===== src/rtl/rxr_pkg.sv =====
package rxr_pkg;

  typedef enum logic [1:0] {
    ST_IDLE = 2'd0,
    ST_DATA = 2'd1,
    ST_DROP = 2'd2,
    ST_HDR  = 2'd3
  } rxr_state_e;

  localparam int unsigned ACC_ALL   = 0;
  localparam int unsigned ACC_PHYS  = 1;
  localparam int unsigned ACC_MCAST = 2;
  localparam int unsigned ACC_BCAST = 3;
  localparam int unsigned SZ_LO     = 11;
  localparam int unsigned SZ_HI     = 12;

  localparam logic [15:0] LEN_BUSY = 16'hFFF0;
  localparam logic [15:0] PTR_BIAS = 16'd16;

  function automatic logic [15:0] make_status(input logic [4:0] err,
                                              input logic bcast,
                                              input logic phys,
                                              input logic mcast);
    logic [15:0] s;
    s       = '0;
    s[0]    = (err == 5'd0);
    s[5:1]  = err;
    s[13]   = bcast;
    s[14]   = phys;
    s[15]   = mcast;
    return s;
  endfunction

endpackage


===== src/rtl/rxr_cfg.sv =====
module rxr_cfg
  import rxr_pkg::*;
#(
  parameter int unsigned MIN_LOG = 13,
  localparam int unsigned AW = MIN_LOG + 3
) (
  input  logic          clk,
  input  logic          rst_n,
  input  logic          rx_en,
  input  logic          cfg_we,
  input  logic [15:0]   cfg_wdata,
  input  logic          rdp_we,
  input  logic [15:0]   rdp_wdata,
  output logic [3:0]    accept,
  output logic [AW-1:0] mask,
  output logic [AW:0]   ring_len,
  output logic [15:0]   rd_ptr
);

  logic [1:0] size_code;

  always_ff @(posedge clk) begin
    if (!rst_n) begin
      accept    <= '0;
      size_code <= '0;
      rd_ptr    <= LEN_BUSY;
    end else begin
      if (cfg_we && rx_en) begin
        accept    <= cfg_wdata[3:0];
        size_code <= cfg_wdata[SZ_HI:SZ_LO];
      end
      if (rdp_we) rd_ptr <= rdp_wdata;
    end
  end

  always_comb begin
    ring_len = '0;
    ring_len[MIN_LOG + 32'(size_code)] = 1'b1;
    mask     = AW'(ring_len - 1'b1);
  end

endmodule


===== src/rtl/rxr_space.sv =====
module rxr_space
  import rxr_pkg::*;
#(
  parameter int unsigned AW = 16
) (
  input  logic [15:0]   rd_ptr,
  input  logic [AW-1:0] wptr,
  input  logic [AW-1:0] mask,
  input  logic [AW:0]   ring_len,
  output logic [AW:0]   free_bytes,
  output logic          empty
);

  logic [15:0]   biased;
  logic [AW-1:0] rd_off;
  logic [AW-1:0] gap;

  always_comb begin
    biased     = rd_ptr + PTR_BIAS;
    rd_off     = biased[AW-1:0] & mask;
    gap        = (rd_off - wptr) & mask;
    empty      = (rd_off == wptr);
    free_bytes = (gap == '0) ? ring_len : {1'b0, gap};
  end

endmodule


===== src/rtl/rxr_lane.sv =====
module rxr_lane (
  input  logic [31:0] acc,
  input  logic [7:0]  din,
  input  logic [1:0]  lane,
  output logic [31:0] word,
  output logic [3:0]  be
);

  for (genvar i = 0; i < 4; i++) begin : g_lane
    assign word[8*i +: 8] = (lane == 2'(i)) ? din : acc[8*i +: 8];
    assign be[i]          = (2'(i) <= lane);
  end

endmodule


===== src/rtl/rx_ring_writer.sv =====
module rx_ring_writer
  import rxr_pkg::*;
#(
  parameter int unsigned RING_MIN_LOG = 13
) (
  input  logic        clk,
  input  logic        rst_n,
  input  logic        rx_en,
  input  logic        cfg_we,
  input  logic [15:0] cfg_wdata,
  input  logic        rdp_we,
  input  logic [15:0] rdp_wdata,
  input  logic        in_valid,
  output logic        in_ready,
  input  logic [7:0]  in_data,
  input  logic        in_last,
  input  logic [4:0]  in_err,
  input  logic        in_bcast,
  input  logic        in_phys,
  input  logic        in_mcast,
  output logic        mem_we,
  output logic [15:0] mem_addr,
  output logic [31:0] mem_wdata,
  output logic [3:0]  mem_be,
  output logic [15:0] rd_ptr,
  output logic [15:0] wr_ptr,
  output logic        buf_empty,
  output logic        ovf_irq,
  output logic [15:0] miss_count
);

  localparam int unsigned AW = RING_MIN_LOG + 3;

  rxr_state_e    state;
  logic [AW-1:0] wptr;
  logic [15:0]   cnt;
  logic [31:0]   acc;
  logic [15:0]   hdr_len;
  logic [15:0]   hdr_status;

  logic [3:0]    accept;
  logic [AW-1:0] mask;
  logic [AW:0]   ring_len;
  logic [AW:0]   free_bytes;
  logic [31:0]   lane_word;
  logic [3:0]    lane_be;

  logic          fire;
  logic          accepted;
  logic          word_end;
  logic [17:0]   woff;
  logic          word_fit;
  logic          hdr_fit;
  logic [AW-1:0] daddr;
  logic [17:0]   step;
  logic [AW-1:0] next_wptr;

  rxr_cfg #(.MIN_LOG(RING_MIN_LOG)) u_cfg (
    .clk       (clk),
    .rst_n     (rst_n),
    .rx_en     (rx_en),
    .cfg_we    (cfg_we),
    .cfg_wdata (cfg_wdata),
    .rdp_we    (rdp_we),
    .rdp_wdata (rdp_wdata),
    .accept    (accept),
    .mask      (mask),
    .ring_len  (ring_len),
    .rd_ptr    (rd_ptr)
  );

  rxr_space #(.AW(AW)) u_space (
    .rd_ptr     (rd_ptr),
    .wptr       (wptr),
    .mask       (mask),
    .ring_len   (ring_len),
    .free_bytes (free_bytes),
    .empty      (buf_empty)
  );

  rxr_lane u_lane (
    .acc  (acc),
    .din  (in_data),
    .lane (cnt[1:0]),
    .word (lane_word),
    .be   (lane_be)
  );

  always_comb begin
    in_ready  = rx_en && (state == ST_DATA || state == ST_DROP);
    fire      = in_valid && in_ready;
    accepted  = accept[ACC_ALL]
              | (accept[ACC_PHYS]  & in_phys)
              | (accept[ACC_MCAST] & in_mcast)
              | (accept[ACC_BCAST] & in_bcast);
    word_end  = (cnt[1:0] == 2'd3) || in_last;
    woff      = 18'd4 + {2'b00, cnt[15:2], 2'b00};
    word_fit  = (woff + 18'd4) < 18'(free_bytes);
    hdr_fit   = 18'd4 < 18'(free_bytes);
    daddr     = (wptr + woff[AW-1:0]) & mask;
    step      = 18'd4 + ((18'(hdr_len) + 18'd3) & ~18'd3);
    next_wptr = (wptr + step[AW-1:0]) & mask;
    wr_ptr    = 16'(wptr);
  end

  always_ff @(posedge clk) begin
    if (!rst_n) begin
      state      <= ST_IDLE;
      wptr       <= '0;
      cnt        <= '0;
      acc        <= '0;
      hdr_len    <= '0;
      hdr_status <= '0;
      mem_we     <= 1'b0;
      mem_addr   <= '0;
      mem_wdata  <= '0;
      mem_be     <= '0;
      ovf_irq    <= 1'b0;
      miss_count <= '0;
    end else begin
      mem_we  <= 1'b0;
      ovf_irq <= 1'b0;
      if (!rx_en) begin
        state <= ST_IDLE;
        wptr  <= '0;
      end else begin
        unique case (state)
          ST_IDLE: begin
            if (in_valid) begin
              cnt <= '0;
              if (hdr_fit) begin
                mem_we    <= 1'b1;
                mem_addr  <= 16'(wptr);
                mem_wdata <= {LEN_BUSY, 16'h0000};
                mem_be    <= 4'hF;
                state     <= ST_DATA;
              end else begin
                ovf_irq    <= 1'b1;
                miss_count <= miss_count + 1'b1;
                state      <= ST_DROP;
              end
            end
          end
          ST_DATA: begin
            if (fire) begin
              acc <= lane_word;
              cnt <= cnt + 1'b1;
              if (word_end) begin
                if (word_fit) begin
                  mem_we    <= 1'b1;
                  mem_addr  <= 16'(daddr);
                  mem_wdata <= lane_word;
                  mem_be    <= lane_be;
                  if (in_last) begin
                    if (accepted) begin
                      hdr_len    <= cnt + 1'b1;
                      hdr_status <= make_status(in_err, in_bcast, in_phys, in_mcast);
                      state      <= ST_HDR;
                    end else begin
                      state <= ST_IDLE;
                    end
                  end
                end else begin
                  ovf_irq    <= 1'b1;
                  miss_count <= miss_count + 1'b1;
                  state      <= in_last ? ST_IDLE : ST_DROP;
                end
              end
            end
          end
          ST_DROP: begin
            if (fire && in_last) state <= ST_IDLE;
          end
          ST_HDR: begin
            mem_we    <= 1'b1;
            mem_addr  <= 16'(wptr);
            mem_wdata <= {hdr_len, hdr_status};
            mem_be    <= 4'hF;
            wptr      <= next_wptr;
            state     <= ST_IDLE;
          end
          default: state <= ST_IDLE;
        endcase
      end
    end
  end

endmodule


===== config.mk =====
export PLATFORM = sky130hd
export DESIGN_NAME = rx_ring_writer
export DESIGN_NICKNAME = d
export VERILOG_FILES = /design/src/rtl/rxr_pkg.sv /design/src/rtl/rxr_cfg.sv /design/src/rtl/rxr_space.sv /design/src/rtl/rxr_lane.sv /design/src/rtl/rx_ring_writer.sv
export SDC_FILE = /design/constraint.sdc
export NUM_CORES = 1
export LEC_CHECK = 0
export ABC_AREA = 1
export BUFFER_PORTS_ARGS = -buffer_cell sky130_fd_sc_hd__buf_4
export CELL_PAD_IN_SITES_DETAIL_PLACEMENT = 1
export CELL_PAD_IN_SITES_GLOBAL_PLACEMENT = 1
export CORE_AREA = 2 2 223 225
export DETAILED_ROUTE_END_ITERATION = 8
export DIE_AREA = 0 0 225 227
export GPL_TIMING_DRIVEN = 1
export PLACE_DENSITY_LB_ADDON = 0.15
export SYNTH_ARGS = -nofsm -noshare
export SYNTH_HDL_FRONTEND = slang
export SYNTH_SLANG_ARGS = --single-unit

===== constraint.sdc =====
create_clock -name clk -period 7.7 [get_ports clk]
set_input_delay 0.77 -clock clk [delete_from_list [all_inputs] [get_ports clk]]
set_output_delay 0.77 -clock clk [all_outputs]
set_load 0.05 [all_outputs]

==> summary.txt <==
Worst setup path
  • CP bufs+invs: 5
  • Worst EP arrival: 6.66 ns
  • Crit-path most repeated cell: nor2_1
  • WP data required: 8.12 ns
  • Setup CP Type: flop to flop
  • Top delay family on crit path: simple AND/OR/NAND/NOR gates
  • Crit path largest cell delay: 0.47 ns
  • CP Max Fanout: 43
  • CP Launch Type: flop
  • Slowest cell on the critical path: inv_4
  • CP Capture Type: flop

Job
  • Max-Cap Viols: 0

Final layout
  • Multi-input logic area: 7180 um^2
  • Final net count: 2,079
  • Seq. cell area: 3600 um^2
  • Antenna Cells: 0
  • Layout area overhead: 18.2%
  • Final Non-Filler Cells: 2,573
  • FILL cells: 6,137
  • Leading cell type in the layout, fill and taps excluded: nand2_1
  • Highest-count cells in the layout ignoring fill and taps: nand2_1, nor2_1, inv_1
  • Share of cells above drive strength 1: 12.3%

Status
  • Status: complete, no violations

STA
  • Setup WS post-layout: 1.46 ns
  • Final-report max-slew violation count: 0
  • Final hold viol count: 0
  • Final setup fails: 0
  • Setup TNS: 0 ns
  • RSZ-0062 raised after global routing: false
  • Final period utilization: 81.0%
  • F_max: 0.160 GHz
  • Max-slew headroom: 39.6%
  • Final min period: 6.24 ns
  • Worst Skew: 0.0190 ns
  • Measured slew at the worst slew-check pin: 0.905 ns

Route
  • Pre-antenna DRT Iters: 6
  • Vias post-DR: 12.0k
  • Post-route DRC violation count: 0
  • Drt via density: 4.67
  • Routed WL: 44,600 um
  • Initial drt markers: 460
  • Drt wl/cell: 17.3 um
  • Post-DRT Antenna Nets: 0

Clocking
  • Setup bufs post-CTS: 0
  • Num CTS Buffers: 17
  • TritonCTS clock tree: done
  • Clock insertion delay at the later pin of the skew report: 0.49 ns
  • Cts hold-fix bufs: 0
  • CTS HTree Levels: 4
  • Worst-path clk slew: 0.07 ns
  • Resized Gates After CTS: 0
  • Root buffer cell: clkbuf_16
  • Clk sinks: 180
  • Clock buffer depth: 2

Synth
  • Synthesized flop and latch total: 180
  • Post-synth EDFFs: 0
  • Syn_area_per_cell: 6.54 um^2
  • Largest area contributor in the netlist: dfxtp_1
  • Yosys warns: 0
  • Prevailing post-synth register cell: dfxtp_1
  • Top cell type's share of synthesized area: 30.0%
  • Synth area leaders: dfxtp_1, nand2_1, ha_1
  • Cell variety after synth: 55
  • Mapped Area: 12,000 um^2
  • Post-synthesis sequential area ratio: 30.0%
  • Cells after Synth: 1,837
  • Async S/R FF share, synth: 0%

Pwr
  • Pwr/cell area: 186 nW/um^2
  • Lkg Pwr: 0.00662 uW
  • Peak VDD IR: 0.000138 V

Place
  • Post-Place Cells: 2,541
  • Buffers on Ports: 146
  • Routability cong.: 0.864
  • DP Wirelength: 34,900 um
  • Pre-CTS worst setup slack: 1.47 ns

Die
  • IO Count: 159
  • Core area: 48,500 um^2
  • Vert. Die Dim: 227 um
  • Chip width: 225 um
  • Die ar.: 51,100 um^2
  • Starting density of the core: 24.7%
  • Rows: 81

GRT
  • Initial antenna violation count: 0
  • Vias in the first global route: 12.5k
  • First-pass GRT wire length: 70,100 um
  • Total gr overflow: 0
  • Overall global routing resource usage: 17.9%
  • Largest net degree at the start of global routing: 60

Worst hold path
  • Hold WC Path Type: flop to flop
## cell usage after synthesis, types with 3 or more instances
library cell,number
nand2_1,392
nor2_1,276
inv_1,227
dfxtp_1,180
a21oi_1,141
o21ai_0,114
nand3_1,92
ha_1,84
xor2_1,53
clkbuf_1,52
nand4_1,31
nor3_1,18
a211oi_1,15
nand3_2,14
a22oi_1,13
xnor2_1,13
nor2_2,12
buf_4,10
o21bai_1,9
o22ai_1,9
buf_1,8
nor4_1,7
buf_2,6
nand2_2,6
and2_1,5
clkinv_1,4
or2_2,4
a21o_1,3
a31oi_1,3
inv_2,3
## through the flow
step           hold slack (ns)  instance area [um^2]  total power [uW]  util, %
4_1_cts                  0.457                 14200              2700     29.2
3_3_place_gp             0.437                 13600              1770     28.1
6_report                 0.451                 14200              2640     29.2
2_1_floorplan            0.430                 12000              1550        -
5_1_grt                  0.477                 14200              2810     29.2
3_5_place_dp             0.447                 13600              1780     28.1
## kinds of logic (layout without fill, tap and decap cells)
group           Yosys count  in the layout  synth area share, %
flops                   180            180                 30.0
compound gates          322            322                 14.8
xor+xnor                 66             66                 4.81
fa+ha+maj                86             86                 9.09
buf+inv                 314            426                 10.4
mux                       1              1               0.0834
other cells               2              4               0.0625
simple gates            866            866                 30.7
## flip-flops by register name, indices dropped and copies added, names as in the netlist, 9 cells and up
register      count
mem_wdata        32
mem_addr         15
acc              32
cnt              16
wr_ptr           14
u_cfg.rd_ptr     16
hdr_len          16
miss_count       16
hdr_status        9
## cell type report
type	count	area share [%]
Sequential cell	180	25.4
Multi-Input combinational cell	1345	50.5
Tap cell	622	5.48
Inverter	235	6.23
Timing Repair Buffer	159	8.41
Clock inverter	12	0.820
Clock buffer	20	3.15
## path summary, 6_finish.rpt
kind / from / endpoint / slack [ns] / cells after the start
setup / recovery: u_cfg.rd_ptr[5]$_SDFFE_PN1P_ / mem_wdata[25]$_SDFFE_PN0P_ / 1.46 / 31
hold / removal: mem_addr[1]$_SDFFE_PN0P_ / mem_addr[1]$_SDFFE_PN0P_ / 0.45 / 2
setup reg to reg: u_cfg.rd_ptr[5]$_SDFFE_PN1P_ / mem_wdata[25]$_SDFFE_PN0P_ / 1.46 / 31
hold reg to reg: mem_addr[1]$_SDFFE_PN0P_ / mem_addr[1]$_SDFFE_PN0P_ / 0.45 / 2
## where the power goes
part	switching [uW]	leakage, uW	internal, uW
Clock	435	0.000283	460
Combinational	522	0.00487	210
Sequential	37.0	0.00146	980
## worst register-to-register path: cells and delay by family (launching register included)
family / cells / cell delay, ns
DFF: 1 / 0.40
and+or+nand+nor: 17 / 2.67
buffers and inverters: 5 / 1.11
AOI/OAI and AO/OA: 6 / 1.17
adders and majority gates: 3 / 0.82
## layer usage
| layer | part of all wire, % | GRT usage, % |
|---|---|---|
| met1 | 47 | 22.5 |
| met5 | 0 | 0 |
| met3 | 2.5 | 2.59 |
| met4 | 2.1 | 6.32 |
| met2 | 49 | 31.1 |
Note: power is estimated with default switching activity, not from simulation.
